## src/rtl/tre_pkg.sv

```systemverilog
package tre_pkg;
  typedef struct packed {
    logic issueLd;
    logic issueSt;
    logic rspWrite;
    logic rspPop;
  } ctlStrobe_t;

  typedef enum logic [1:0] {FL_IDLE, FL_DRAIN, FL_REQ, FL_WAIT} flushState_t;
endpackage

```

## src/rtl/tre_ctrl.sv

```systemverilog
module tre_ctrl
  import tre_pkg::*;
(
  input  logic       clk,
  input  logic       rstN,
  input  logic       cmdValid,
  input  logic       cmdIsStore,
  input  logic       flushReq,
  input  logic       memRdStall,
  input  logic       memWrStall,
  input  logic       memRspPush,
  input  logic       memFlushDone,
  input  logic       usrRspReady,
  input  logic       tagFree,
  input  logic       anyBusy,
  input  logic       fifoFull,
  input  logic       fifoEmpty,
  output ctlStrobe_t strobe,
  output logic       cmdReady,
  output logic       memFlush,
  output logic       flushDone,
  output logic       protoErr,
  output logic       memRspStall
);
  flushState_t flState, flNext;
  logic blocked, ldOk, stOk;

  // Command gating
  always_comb begin
    blocked  = (flState != FL_IDLE) || flushReq;
    ldOk     = !memRdStall && tagFree;
    stOk     = !memWrStall;
    cmdReady = !blocked && (cmdIsStore ? stOk : ldOk);
    strobe.issueLd  = cmdValid && cmdReady && !cmdIsStore;
    strobe.issueSt  = cmdValid && cmdReady && cmdIsStore;
    strobe.rspWrite = memRspPush && !fifoFull;
    strobe.rspPop   = !fifoEmpty && usrRspReady;
    memRspStall     = fifoFull;
  end

  // Flush sequencing
  always_comb begin
    flNext = flState;
    unique case (flState)
      FL_IDLE:  if (flushReq) flNext = FL_DRAIN;
      FL_DRAIN: if (!anyBusy) flNext = FL_REQ;
      FL_REQ:   flNext = FL_WAIT;
      FL_WAIT:  if (memFlushDone) flNext = FL_IDLE;
      default:  flNext = FL_IDLE;
    endcase
  end

  assign memFlush  = (flState == FL_REQ);
  assign flushDone = (flState == FL_WAIT) && memFlushDone;

  always_ff @(posedge clk) begin
    if (!rstN) begin
      flState  <= FL_IDLE;
      protoErr <= 1'b0;
    end else begin
      flState <= flNext;
      if (memRspPush && fifoFull) protoErr <= 1'b1;
    end
  end

  AST_FLUSH_DRAINED: assert property (@(posedge clk) disable iff (!rstN)
    memFlush |-> !anyBusy);
  AST_FLUSH_ONE_CYCLE: assert property (@(posedge clk) disable iff (!rstN)
    memFlush |=> !memFlush);
  AST_ERR_STICKY: assert property (@(posedge clk) disable iff (!rstN)
    protoErr |=> protoErr);
endmodule

```

## src/rtl/tre_dpath.sv

```systemverilog
module tre_dpath
  import tre_pkg::*;
#(
  parameter int ID_W      = 8,
  parameter int NTAGS     = 16,
  parameter int RSP_DEPTH = 4,
  parameter int DATA_W    = 64,
  parameter int RTAG_W    = 32
) (
  input  logic              clk,
  input  logic              rstN,
  input  ctlStrobe_t        strobe,
  input  logic [ID_W-1:0]   cmdId,
  input  logic [DATA_W-1:0] cmdData,
  input  logic              memRspPush,
  input  logic [RTAG_W-1:0] memRspTag,
  input  logic [DATA_W-1:0] memRspData,
  output logic [DATA_W-1:0] memWrdTag,
  output logic              tagFree,
  output logic              anyBusy,
  output logic              fifoFull,
  output logic              fifoEmpty,
  output logic [DATA_W-1:0] usrRspData,
  output logic [ID_W-1:0]   usrRspId
);
  localparam int TAG_W = (NTAGS > 1) ? $clog2(NTAGS) : 1;
  localparam int PTR_W = (RSP_DEPTH > 1) ? $clog2(RSP_DEPTH) : 1;
  localparam int CNT_W = $clog2(RSP_DEPTH + 1);
  localparam int HALF  = DATA_W / 2;

  logic [NTAGS-1:0] busy;
  logic [ID_W-1:0]  idTable [NTAGS];
  logic [TAG_W-1:0] allocTag, rspTag;

  logic [DATA_W-1:0] fifoData [RSP_DEPTH];
  logic [ID_W-1:0]   fifoId   [RSP_DEPTH];
  logic [PTR_W-1:0]  wrPtr, rdPtr;
  logic [CNT_W-1:0]  count;

  // Lowest free tag
  always_comb begin
    allocTag = '0;
    for (int i = NTAGS - 1; i >= 0; i--) begin
      if (!busy[i]) allocTag = TAG_W'(i);
    end
  end

  assign tagFree = ~&busy;
  assign anyBusy = |busy;
  assign rspTag  = memRspTag[TAG_W-1:0];

  // Shared request bus: write data or zero-extended read tag
  always_comb begin
    if (strobe.issueSt) memWrdTag = cmdData;
    else memWrdTag = {{(HALF){1'b0}}, {(HALF-TAG_W){1'b0}}, allocTag};
  end

  always_ff @(posedge clk) begin
    if (!rstN) begin
      busy <= '0;
    end else begin
      for (int t = 0; t < NTAGS; t++) begin
        if (strobe.issueLd && allocTag == TAG_W'(t)) busy[t] <= 1'b1;
        else if (memRspPush && rspTag == TAG_W'(t)) busy[t] <= 1'b0;
      end
    end
  end

  always_ff @(posedge clk) begin
    if (strobe.issueLd) idTable[allocTag] <= cmdId;
  end

  // Response buffer
  assign fifoFull   = (count == CNT_W'(RSP_DEPTH));
  assign fifoEmpty  = (count == '0);
  assign usrRspData = fifoData[rdPtr];
  assign usrRspId   = fifoId[rdPtr];

  always_ff @(posedge clk) begin
    if (strobe.rspWrite) begin
      fifoData[wrPtr] <= memRspData;
      fifoId[wrPtr]   <= idTable[rspTag];
    end
  end

  always_ff @(posedge clk) begin
    if (!rstN) begin
      wrPtr <= '0;
      rdPtr <= '0;
      count <= '0;
    end else begin
      if (strobe.rspWrite)
        wrPtr <= (wrPtr == PTR_W'(RSP_DEPTH - 1)) ? '0 : wrPtr + 1'b1;
      if (strobe.rspPop)
        rdPtr <= (rdPtr == PTR_W'(RSP_DEPTH - 1)) ? '0 : rdPtr + 1'b1;
      case ({strobe.rspWrite, strobe.rspPop})
        2'b10:   count <= count + 1'b1;
        2'b01:   count <= count - 1'b1;
        default: count <= count;
      endcase
    end
  end

  AST_ALLOC_FREE: assert property (@(posedge clk) disable iff (!rstN)
    strobe.issueLd |-> !busy[allocTag]);
  AST_FIFO_BOUND: assert property (@(posedge clk) disable iff (!rstN)
    count <= CNT_W'(RSP_DEPTH));
  AST_NO_WRITE_FULL: assert property (@(posedge clk) disable iff (!rstN)
    fifoFull && !strobe.rspPop |=> fifoFull);
endmodule

```

## src/rtl/tagReqEngine.sv

```systemverilog
module tagReqEngine
  import tre_pkg::*;
#(
  parameter int ID_W      = 8,
  parameter int NTAGS     = 16,
  parameter int RSP_DEPTH = 4,
  parameter int ADDR_W    = 48
) (
  input  logic              clk,
  input  logic              rstN,
  input  logic              cmdValid,
  input  logic              cmdIsStore,
  input  logic [1:0]        cmdSize,
  input  logic [ADDR_W-1:0] cmdAddr,
  input  logic [63:0]       cmdData,
  input  logic [ID_W-1:0]   cmdId,
  output logic              cmdReady,
  input  logic              flushReq,
  output logic              flushDone,
  output logic              usrRspValid,
  input  logic              usrRspReady,
  output logic [63:0]       usrRspData,
  output logic [ID_W-1:0]   usrRspId,
  output logic              protoErr,
  output logic              memLd,
  output logic              memSt,
  output logic [1:0]        memSize,
  output logic [ADDR_W-1:0] memAddr,
  output logic [63:0]       memWrdTag,
  output logic              memFlush,
  input  logic              memRdStall,
  input  logic              memWrStall,
  input  logic              memRspPush,
  output logic              memRspStall,
  input  logic [63:0]       memRspData,
  input  logic [31:0]       memRspTag,
  input  logic              memFlushDone
);
  ctlStrobe_t strobe;
  logic tagFree, anyBusy, fifoFull, fifoEmpty;

  tre_ctrl i_ctrl (
    .clk(clk), .rstN(rstN), .cmdValid(cmdValid), .cmdIsStore(cmdIsStore),
    .flushReq(flushReq), .memRdStall(memRdStall), .memWrStall(memWrStall),
    .memRspPush(memRspPush), .memFlushDone(memFlushDone),
    .usrRspReady(usrRspReady), .tagFree(tagFree), .anyBusy(anyBusy),
    .fifoFull(fifoFull), .fifoEmpty(fifoEmpty), .strobe(strobe),
    .cmdReady(cmdReady), .memFlush(memFlush), .flushDone(flushDone),
    .protoErr(protoErr), .memRspStall(memRspStall)
  );

  tre_dpath #(
    .ID_W(ID_W), .NTAGS(NTAGS), .RSP_DEPTH(RSP_DEPTH), .DATA_W(64), .RTAG_W(32)
  ) i_dpath (
    .clk(clk), .rstN(rstN), .strobe(strobe), .cmdId(cmdId), .cmdData(cmdData),
    .memRspPush(memRspPush), .memRspTag(memRspTag), .memRspData(memRspData),
    .memWrdTag(memWrdTag), .tagFree(tagFree), .anyBusy(anyBusy),
    .fifoFull(fifoFull), .fifoEmpty(fifoEmpty),
    .usrRspData(usrRspData), .usrRspId(usrRspId)
  );

  assign memLd       = strobe.issueLd;
  assign memSt       = strobe.issueSt;
  assign memSize     = cmdSize;
  assign memAddr     = cmdAddr;
  assign usrRspValid = !fifoEmpty;

  AST_LD_RD_STALL: assert property (@(posedge clk) disable iff (!rstN)
    memLd |-> !memRdStall);
  AST_ST_WR_STALL: assert property (@(posedge clk) disable iff (!rstN)
    memSt |-> !memWrStall);
  AST_ONE_REQ: assert property (@(posedge clk) disable iff (!rstN)
    !(memLd && memSt));
  AST_QUIET_FLUSH: assert property (@(posedge clk) disable iff (!rstN)
    memFlush |-> !(memLd || memSt));
endmodule

```

## config.mk

```make
export PLATFORM = sky130hd
export DESIGN_NAME = tagReqEngine
export DESIGN_NICKNAME = d
export VERILOG_FILES = /design/src/rtl/tre_pkg.sv /design/src/rtl/tre_ctrl.sv /design/src/rtl/tre_dpath.sv /design/src/rtl/tagReqEngine.sv
export SDC_FILE = /design/constraint.sdc
export NUM_CORES = 1
export LEC_CHECK = 0
export BUFFER_PORTS_ARGS = -buffer_cell sky130_fd_sc_hd__buf_2
export CAP_MARGIN = 30
export CORE_ASPECT_RATIO = 0.7
export CORE_MARGIN = 8
export CORE_UTILIZATION = 54
export DETAILED_ROUTE_END_ITERATION = 10
export HOLD_SLACK_MARGIN = 0.03
export PLACE_DENSITY = 0.84
export SETUP_SLACK_MARGIN = 0.5
export SYNTH_ARGS = -nofsm -noshare
export SYNTH_HDL_FRONTEND = slang
export SYNTH_HIERARCHICAL = 1
export SYNTH_SLANG_ARGS = --single-unit
```

## constraint.sdc

```tcl
create_clock -name clk -period 3.3 [get_ports clk]
set_input_delay 0.165 -clock clk [delete_from_list [all_inputs] [get_ports clk]]
set_output_delay 0.165 -clock clk [all_outputs]
set_load 0.03 [all_outputs]
```

# --- Word-level counts from Yosys, hierarchy flattened ---
# Memories as Yosys holds them, arrays and structs flattened. A register that Yosys moved wholly into a read port is not among the register bits.
# Index checks and enable logic that the tools add are counted.
word_totals:
  reg_bits: 26
  ram_bits: 416
  out_inout_bits: 194
  elab_cells: 208
  mem_count: 3
mem_list:
  columns: ["name", "words", "width", "rd", "rd_ports_with_merged_regs", "write_ports", "line_no", "rtl"]
  rows:
  - ["i_dpath.fifoData", 4, 64, 1, 1, 1, "tre_dpath.sv:35", "logic [DATA_W-1:0] fifoData [RSP_DEPTH];"]
  - ["i_dpath.idTable", 16, 8, 1, 0, 1, "tre_dpath.sv:32", "logic [ID_W-1:0] idTable [NTAGS];"]
  - ["i_dpath.fifoId", 4, 8, 1, 1, 1, "tre_dpath.sv:36", "logic [ID_W-1:0] fifoId [RSP_DEPTH];"]
classes:
  addsub: 4
  n_eq_ne: 41
  n_mux: 65
  n_reduce_logical: 74
ops:
  columns: ["cell", "n"]
  rows:
  - ["== test 4 bit, second input constant", 16]
  - ["2-to-1 mux 4 bit", 16]
  - ["2-to-1 mux 64 bit", 1]
  - ["logical AND 1 bit", 41]
  - ["2-to-1 mux 1 bit", 37]
  - ["nonzero test 2 bit", 18]
  - ["== test 4 x 3 -> 1 bit, second input constant", 8]
  - ["2-to-1 mux 2 bit", 9]
  - ["== test 4 x 2 -> 1 bit, second input constant", 4]
  - ["AND reduction 16 bit", 1]
  - ["OR reduction 16 bit", 1]
  - ["== test 2 bit, second input constant", 5]
  - ["== test 4 x 1 -> 1 bit, second input constant", 2]
  - ["logical NOT 4 bit", 2]
  - ["case mux 2 bit (4 select lines)", 1]
  - ["logical NOT 1 bit", 7]
  - ["inequality test 2 bit, second input constant", 3]
  - ["case mux 3 bit (2 select lines)", 1]
  - ["adder 2 x 1 -> 2 bit, second input constant", 2]
  - ["== test 2 x 1 -> 1 bit, second input constant", 2]
  - ["adder 3 x 1 -> 3 bit, second input constant", 1]
  - ["== test 3 bit, second input constant", 1]
  - ["logical NOT 3 bit", 1]
  - ["AND reduction 3 bit", 1]
  - ["other kinds (3)", 3]

# --- Depth between registers and ports, before layout ---
# Gate-level depths: netlist of run 1.
depth:
  ltp_word: 19
  depth_mapped: 11

# --- Hierarchy ---
# Netlist of run 1, hierarchy kept.
by_module_without_submodules:
  columns: ["mod", "n_inst", "cells_per_inst", "area_per_inst_um2"]
  rows:
  - ["tre_dpath", 1, 839, 17192.7]
  - ["tagReqEngine", 1, 51, 379.1]
  - ["tre_ctrl", 1, 30, 285.3]

# --- Worst setup path after synthesis of run 1 ---
# Ideal clock, no wire load.
synth_path:
  kind: "register to output"
  from: "register i_dpath.busy[5]"
  to: "output memWrdTag[3]"
  arrival_ns: 3.074
  slack_ns: 0.061
  stages_incl_launch_ff: 10
  path_buffers: 2
  cell_sequence: "dfxtp_1 -> buf_2 -> nand4_1 -> nor2_1 -> nand2_1 -> nor3b_1 -> o21a_1 -> and3_1 -> clkbuf_1 -> o41ai_1"
synth_via:
  elab_chain_len: 8
  word_cells_on_any_way: 14
synth_lines:
  columns: ["element", "line_no", "rtl"]
  rows:
  - ["start, declared", "tre_dpath.sv:31", "logic [NTAGS-1:0] busy;"]
  - ["start signal, assigned", "tre_dpath.sv:60", "busy <= '0;"]
  - ["start signal, assigned by index", "tre_dpath.sv:63", "if (strobe.issueLd && allocTag == TAG_W'(t)) busy[t] <= 1'b1;"]
  - ["start signal, assigned by index", "tre_dpath.sv:64", "else if (memRspPush && rspTag == TAG_W'(t)) busy[t] <= 1'b0;"]
  - ["AND reduction 16 bit", "tre_dpath.sv:48", "assign tagFree = ~&busy;"]
  - ["logical NOT 1 bit", "tre_dpath.sv:48", null]
  - ["named net tagFree", "tagReqEngine.sv:40", "logic tagFree, anyBusy, fifoFull, fifoEmpty;"]
  - ["logical AND 1 bit", "tre_ctrl.sv:31", "ldOk = !memRdStall && tagFree;"]
  - ["2-to-1 mux 1 bit", "tre_ctrl.sv:33", "cmdReady = !blocked && (cmdIsStore ? stOk : ldOk);"]
  - ["logical AND 1 bit", "tre_ctrl.sv:33", null]
  - ["named net cmdReady", "tagReqEngine.sv:17", "output logic cmdReady,"]
  - ["logical AND 1 bit (2 in a row)", "tre_ctrl.sv:35", "strobe.issueSt = cmdValid && cmdReady && cmdIsStore;"]
  - ["named net memSt", "tagReqEngine.sv:26", "output logic memSt,"]
  - ["2-to-1 mux 64 bit", "tre_dpath.sv:54", "if (strobe.issueSt) memWrdTag = cmdData;"]
  - ["end, declared", "tagReqEngine.sv:29", "output logic [63:0] memWrdTag,"]
# The timed path passes the listed nets, and every way through them passes these cells.

# --- Worst setup path in the final report of run 1 ---
layout_path:
  from: "register i_dpath.busy[0]"
  to: "output memWrdTag[1]"
layout_via:
  elab_chain_len: 8
  word_cells_on_any_way: 9
layout_lines:
  columns: ["element", "line_no"]
  rows:
  - ["AND reduction 16 bit", "tre_dpath.sv:48"]
  - ["logical NOT 1 bit", "tre_dpath.sv:48"]
  - ["named net tagFree", "tagReqEngine.sv:40"]
  - ["logical AND 1 bit", "tre_ctrl.sv:31"]
  - ["2-to-1 mux 1 bit", "tre_ctrl.sv:33"]
  - ["logical AND 1 bit", "tre_ctrl.sv:33"]
  - ["logical AND 1 bit (2 in a row)", "tre_ctrl.sv:35"]
  - ["2-to-1 mux 64 bit", "tre_dpath.sv:54"]
# The timed path passes the listed nets, and every way through them passes these cells.

==> qor.yml, run 1 <==
avgViaCountPerCell: 5.813
cp.required_ps: 3130
rows: 55
cts-root-buf: "clkbuf_16"
coreArea_mm2: 0.03241
cts_tree: "built"
critPathLaunchType: "flop"
ys.flop_type: "edfxtp_1"
status: "finished clean"
fin_cells: 1729
gp_congestion: 0.8742
ctsLongestPathBuffers: 3
synth.net_count: 1160
start_util_pct: 55.09
worstMarginPinSlew_ps: 940.2
hpwl_um: 27160
clock-sinks: 444
drc_errors: 0
fp.dieH_um: 168.1
path_class: "flop to output port"
rsz0062_at_grt: "false"
critPathTopFamily: "simple AND/OR/NAND/NOR gates"
dr_total_vias: 10050
fillCellCount: 2023
cts_buffers: 41
async_flop_share_pct: 0
syn2layout_area_growth_pct: 22.35
cp-end-kind: "output port"
clk_pin_slew_ps: 60
clk_latency_ps: 540
crit_chain: "nand4_1, nor2_2, nand2_1, nor3b_1, o21a_1, and3_4, buf_12, mux2_1, buf_6"
routed_wl_um: 42290
p_per_area_mw_per_mm2: 668.8
io_pins: 422
synth_area_leaders: "edfxtp_1 (70%), mux4_2 (13%), dfxtp_1 (3.1%), and2_1 (2.3%), buf_4 (2.1%)"
htreeDepth: 2
yosysTopAreaCellShare_pct: 69.96
finalMaxSlewViolations: 0
crit_slowest_cell: "dfxtp_4"
critPathMaxStageDelay_ps: 430
drt_first_iter_violations: 916
die-area_mm2: 0.03924
first_global_vias: 10500
fin_worst_skew_ps: 20.06
ys_seq_elements: 444
yosys.cell_count.top_type: "edfxtp_1"
hold_viol: 0
synth_top_cell_by_area: "edfxtp_1"
finalWorstSetupSlack_ps: 541.8
setup_viol: 0
fin_nets: 1510
max_freq_mhz: 362.6
ys_warn_count: 6
dp_cells: 1573
power_leakage_nw: 7.835
grt_max_degree: 68
worstPathMaxFanout: 33
drive_above_1_share_pct: 40.71
cp.buffers_inverters: 2
syn-cell-area_mm2: 0.01786
cp.arrival_ps: 2590
pre_cts_slack_ps: 591.9
yosysSeqAreaShare_pct: 73.09
post-route-period-util_pct: 83.58
insertedDiodeCount: 0
vdd_drop_max_mv: 0.5886
dr.pass1.iters: 5
fin_area_mm2: 0.02185
wl_per_cell_um: 24.46
ant_nets: 0
synth_cell_type_count: 52
synth_common_cells: "edfxtp_1 (416), mux4_2 (103), and2_1 (65)"
drv_cap: 0
postSynthCellCount: 920
synth_area_per_cell_um2: 19.41
period_needed_ps: 2758
placement.io_buffers: 293
antenna_found_initial: 0
slew_headroom_pct: 37.32
synth_edf_count: 416
finish.utilization_pct: 67.41
grt_pass1_wl_um: 62830
track_usage_pct: 20.97
dieWidth_um: 233.4
fin_setup_tns_ps: 0
grt-ovfl-total: 0
dpl_cell_area_mm2: 0.01960
hp-class: "primary input to flop"
==> power breakdown <==
part	total, mW	switching (mW)	internal, mW
Combinational	3.07	1.87	1.20
Sequential	6.73	0.186	6.54
Clock	4.81	1.99	2.82
Total	14.6	4.05	10.6
==> worst register-to-register path, stage by stage, from the launching register on <==
cell and delay [ps]:
dfxtp_4 390, nand4_1 200, nor2_2 80, nand2_1 70, nor3b_1 180, o21a_1 170, and3b_2 300, nand2_1 120
nor3_1 200, nand2_1 150, nor2b_2 390
==> sequential cells by signal, summed over array words and instances (netlist names), named ones only <==
signal and flops:
i_ctrl/flState 2, i_dpath/wrPtr 2, i_dpath/fifoId 32, i_dpath/fifoData 256
i_dpath/rdPtr 2, i_dpath/count 3, i_ctrl/protoErr 1, i_dpath/busy 16
i_dpath/idTable 128
==> worst paths after layout <==
kind / start / end / slack [ps] / cells past startpoint
worst min-delay path: memFlushDone / i_ctrl/flState[0] / 70 / 4
worst min register to register: i_ctrl/protoErr / i_ctrl/protoErr / 500 / 2
worst max-delay path: i_dpath/busy[0] / memWrdTag[1] / 540 / 9
worst max register to register: i_dpath/busy[0] / i_dpath/idTable[12][1] / 710 / 10
==> cell usage in the layout, fill, tap and decap left out, drive strengths merged, types with 2 or more instances in the layout <==
cell type	synthesis	layout
a21o	2	2
a21oi	12	12
a31oi	3	3
and2	66	66
and3	3	3
and3b	2	2
and4	2	2
buf	70	324
bufinv	0	5
clkbuf	21	51
clkinv	0	15
dfxtp	28	28
dlygate4sd3	0	74
edfxtp	416	416
ha	11	11
inv	22	25
mux2i	4	4
mux4	112	112
nand2	26	26
nand2b	4	4
nand3	12	12
nand3b	3	3
nand4	7	7
nor2	22	22
nor2b	7	7
nor3	6	6
nor4	4	4
o211ai	4	4
o21a	3	3
o21ai	22	22
o22ai	6	6
o311ai	4	4
or3	3	3
xor2	2	2
==> metrics by stage <==
| stage | hold slack (ps) | power [mW] |
|---|---|---|
| after global routing | 67.61 | 15.14 |
| after global placement | 330.2 | 9.778 |
| final | 71.05 | 14.61 |
| after floorplan | 263.9 | 8.986 |
| after CTS | 51.02 | 14.75 |
| after detailed placement | 330.2 | 9.871 |
==> cell type report <==
| cell class | instances | area [um^2] | share of cell area (%) |
|---|---|---|---|
| Timing Repair Buffer | 398 | 2559 | 11.71 |
| Clock buffer | 51 | 1124 | 5.143 |
| Multi-Input combinational cell | 363 | 4193 | 19.19 |
| Inverter | 22 | 82.58 | 0.3780 |
| Tap cell | 427 | 534.3 | 2.445 |
| Sequential cell | 444 | 13100 | 59.97 |
| Clock inverter | 24 | 254.0 | 1.163 |
==> cells by family (layout without fill, tap and decap cells) <==
group	after synthesis	count (layout)	share of synthesized area, %
buf+inv	113	495	3.686
xor+xnor	2	2	0.09811
mux	117	117	14.60
fa+ha+maj	12	12	0.8828
flops	444	444	73.09
simple gates	168	168	5.220
compound gates	64	64	2.417
==> repair_timing <==
item                                    in CTS  in global routing
gates resized for setup                     20                 16
hold buffers                                74                  0
hold endpoints to repair                   388                  0
endpoints found under the setup margin      65                 34
pin swaps                                    6                  5
buffers inserted                             4                  3
==> routing by layer <==
metal  global-route usage (%)  wire length (um)  up-vias
met3                    6.230              4390       73
met5                        0                 0        -
met1                    26.77             16240     5019
met4                    5.510               965        0
met2                    34.92             20690      622
li1                         -                 -     4337
Power figures use the tool's default switching activity.
==> run 2, diff against run 1 <==
- ABC_AREA: default -> 1
- clock period: 3.3 -> 2.8 ns (I/O delays scaled with it)
==> run 2 against run 1 <==
Against the previous run:
- count of clock-buffer cells in the layout increased by 3
- register-to-register slack got worse by 250 ps
- sequential cell count unchanged
- utilization increased by 1.8 points
- design area increased by 5.0%
==> qor.yml, run 2 <==
status: "finished clean"
fp.dieH_um: 168.7  # +0.33%
wl_met1_um: 18480  # +14%
period_needed_ps: 2605
max_freq_mhz: 383.9
synth_cell_type_count: 35  # -33%
setup_viol: 0  # unchanged
hpwl_um: 31900  # +17%
vdd_drop_max_mv: 0.4264  # -28%
placement.io_buffers: 293  # unchanged
synth.net_count: 1648  # +42%
drive_above_1_share_pct: 30.65  # -10 points
layout.cells.most_common: "edfxtp_1"
wl_met2_um: 26550  # +28%
p_int_mw: 12.36  # +17%
async_flop_share_pct: 0  # unchanged
grt_max_degree: 145  # +110%
synth_area_leaders: "edfxtp_1 (69%), o21ai_0 (4.6%), nor2_1 (3.7%), dfxtp_1 (3.1%), a22oi_1 (2.7%)"
dr_total_vias: 13150  # +31%
start_util_pct: 54.27  # -0.82 points
ctsLongestPathBuffers: 3  # unchanged
critPathLaunchType: "flop"
avgViaCountPerCell: 5.897  # +1.4%
synthXorXnorAreaFrac_pct: 0  # -0.098 points
synth-compound-area-share_pct: 11.83  # +9.4 points
p_per_area_mw_per_mm2: 834.4  # +25%
worstMarginPinSlew_ps: 1016  # +75.53 ps
dieWidth_um: 234.1  # +0.34%
finalWorstSetupSlack_ps: 195.4  # -346.4 ps
dr.pass1.iters: 5  # unchanged
synth_top_family_by_area: "compound AO/OA/AOI/OAI gates"
synth-simple-area-share_pct: 8.299  # +3.1 points
top_layer_used: "met5"
hp-class: "primary input to flop"
cts_tree: "built"
drt_first_iter_violations: 1528  # +67%
hold-worst-slack_ps: 62.95  # -8.098 ps
yosys.cell_count.top_type: "edfxtp_1"
syn2layout_area_growth_pct: 27.54
io_pins: 422  # unchanged
largest_reg_flops: 256  # unchanged
pre_cts_slack_ps: 137.6  # -454.2 ps
first_global_vias: 12830  # +22%
rows: 56  # +1.8%
grt_pass1_wl_um: 72500  # +15%
gp_congestion: 1.010  # +16%
htreeDepth: 2  # unchanged
cts-root-buf: "clkbuf_16"
fin_worst_skew_ps: 27.04  # +6.986 ps
dr_wl_met3_um: 5968  # +36%
cts_buffers: 41  # unchanged
wl_per_cell_um: 23.72  # -3.0%
fin_nets: 1998  # +32%
final_cell_mix: "edfxtp_1 (416), buf_2 (228), nor2_1 (164), o21ai_0 (161), nand2_1 (84)"
coreArea_mm2: 0.03314  # +2.3%
synth_top_cell_by_area: "edfxtp_1"
cp.arrival_ps: 2460  # -130 ps
post-route-period-util_pct: 93.02
synth_area_per_cell_um2: 12.78  # -34%
cp-end-kind: "output port"
path_class: "flop to output port"
cp.required_ps: 2660  # -470 ps
routed_wl_um: 52890  # +25%
clock-sinks: 444  # unchanged
postSynthCellCount: 1408  # +53%
finalMaxSlewViolations: 0  # unchanged
fin_setup_tns_ps: 0  # unchanged
power_leakage_nw: 8.835  # +13%
antenna_found_initial: 14  # +14
top_regs: "i_dpath/fifoData: 256 flops, i_dpath/idTable: 128 flops, i_dpath/fifoId: 32 flops"
power_switching_share_pct: 35.43  # +7.7 points
drc_errors: 0  # unchanged
syn-cell-area_mm2: 0.01799  # +0.73%
dpl_cell_area_mm2: 0.01973  # +0.65%
drv_cap: 0  # unchanged
yosysTopAreaCellShare_pct: 69.45  # -0.51 points
track_usage_pct: 23.99  # +3.0 points
clk_latency_ps: 550  # about the same
pwr-share-seq_pct: 41.6  # -4.5 points
die-area_mm2: 0.03950  # +0.67%
synthAdderAreaFrac_pct: 0.8765  # -0.0064 points
fin_area_mm2: 0.02294  # +5.0%
synth.area.mux_share_pct: 0  # -15 points
p_comb_share_pct: 30.8  # +9.8 points
synth_edf_count: 416  # unchanged
clock_power_share_pct: 27.6  # -5.3 points
ys_warn_count: 6  # unchanged
ys.flop_type: "edfxtp_1"
clk_pin_slew_ps: 70  # about the same
p_sw_mw: 6.782  # +67%
slew_headroom_pct: 32.04  # -5.3 points
synth_common_cells: "edfxtp_1 (416), nor2_1 (177), o21ai_0 (165)"
yosysSeqAreaShare_pct: 72.57  # -0.53 points
ys_seq_elements: 444  # unchanged
rsz0062_at_grt: "true"
top_register: "i_dpath/fifoData"
hold_viol: 0  # unchanged
grt-ovfl-total: 0  # unchanged
worstPathMaxFanout: 8  # -76%
ant_nets: 0  # unchanged
-- run 2: cell types whose count changed in the layout (fill, tap and decap cells not counted), sizes merged, moves of 26 or more --
cell,delta
buf,+26
nand2,+98
mux4,-112
and2,-65
a21oi,+37
a22oi,+64
nor2,+158
o21ai,+144
o22ai,+66
inv,+88
-- run 2: power by group through the flow --
stage | Sequential [mW] | Combinational, mW | Clock (mW)
after global routing | 8.00 | 6.21 | 5.58
after global placement | 8.04 | 5.26 | 0
after CTS | 7.93 | 5.55 | 5.31
after floorplan | 8.00 | 3.71 | 0
after detailed placement | 8.06 | 5.40 | 0
final | 7.97 | 5.89 | 5.28
-- run 2: cell type report --
| class | instances | area, um^2 |
|---|---|---|
| fill | 2074 | 10200 |
| clock buffer | 54 | 1116 |
| inverter | 122 | 544.3 |
| tap | 435 | 544.3 |
| timing repair inverter | 1 | 5.005 |
| timing repair buffer | 431 | 3392 |
| clock inverter | 19 | 150.1 |
| multi-input combinational | 717 | 4090 |
| sequential | 444 | 13080 |
| antenna | 7 | 17.52 |
-- run 2: final timing paths --
path,to,slack (ps),cells after the start,from
hold / removal,i_ctrl/flState[0],60,6,flushReq
setup reg to reg,i_dpath/idTable[8][3],460,14,i_dpath/busy[9]
hold reg to reg,i_dpath/busy[5],510,2,i_dpath/busy[5]
setup / recovery,memWrdTag[6],200,14,i_dpath/busy[0]
-- run 2: repair_timing --
item | 4_1_cts | 5_1_grt
hold endpoints to repair | 382 | 0
cloned | 0 | 10
setup endpoints to repair | 314 | 366
resized for setup | 14 | 314
hold buffers | 76 | 0
setup buffers | 2 | 21
pin swaps | 2 | 23
-- run 2: logic make-up after synthesis --
logic type,after synthesis
DFF,444
and+or+nand+nor,344
buffers and inverters,247
AOI/OAI and AO/OA,361
adders and majority gates,12
-- run 2: per-layer routing --
layer	track usage [%]	up-vias
met5	0.5202	-
met2	40.52	932
li1	-	5742
met4	11.06	4
met3	6.439	127
met1	28.45	6345
-- run 2: stage by stage --
step	cells	utilization (%)	total power, mW
after floorplan	1408	-	11.70
after CTS	2192	65.86	18.79
final	2230	69.22	19.14
after detailed placement	2041	59.53	13.46
after global placement	2038	59.38	13.30
after global routing	2229	69.21	19.79
-- run 2: worst max-delay path, stage by stage (launching register included) --
cell       delay [ps]
dfxtp_2           340
inv_2              50
nor4_4            400
nand2_2           110
inv_2              80
nand2_2            50
inv_2              50
o21ai_2            60
nand3_2           120
nor2_4             60
buf_12            150
clkbuf_16         170
nand2_1            60
inv_1              60
buf_6             140
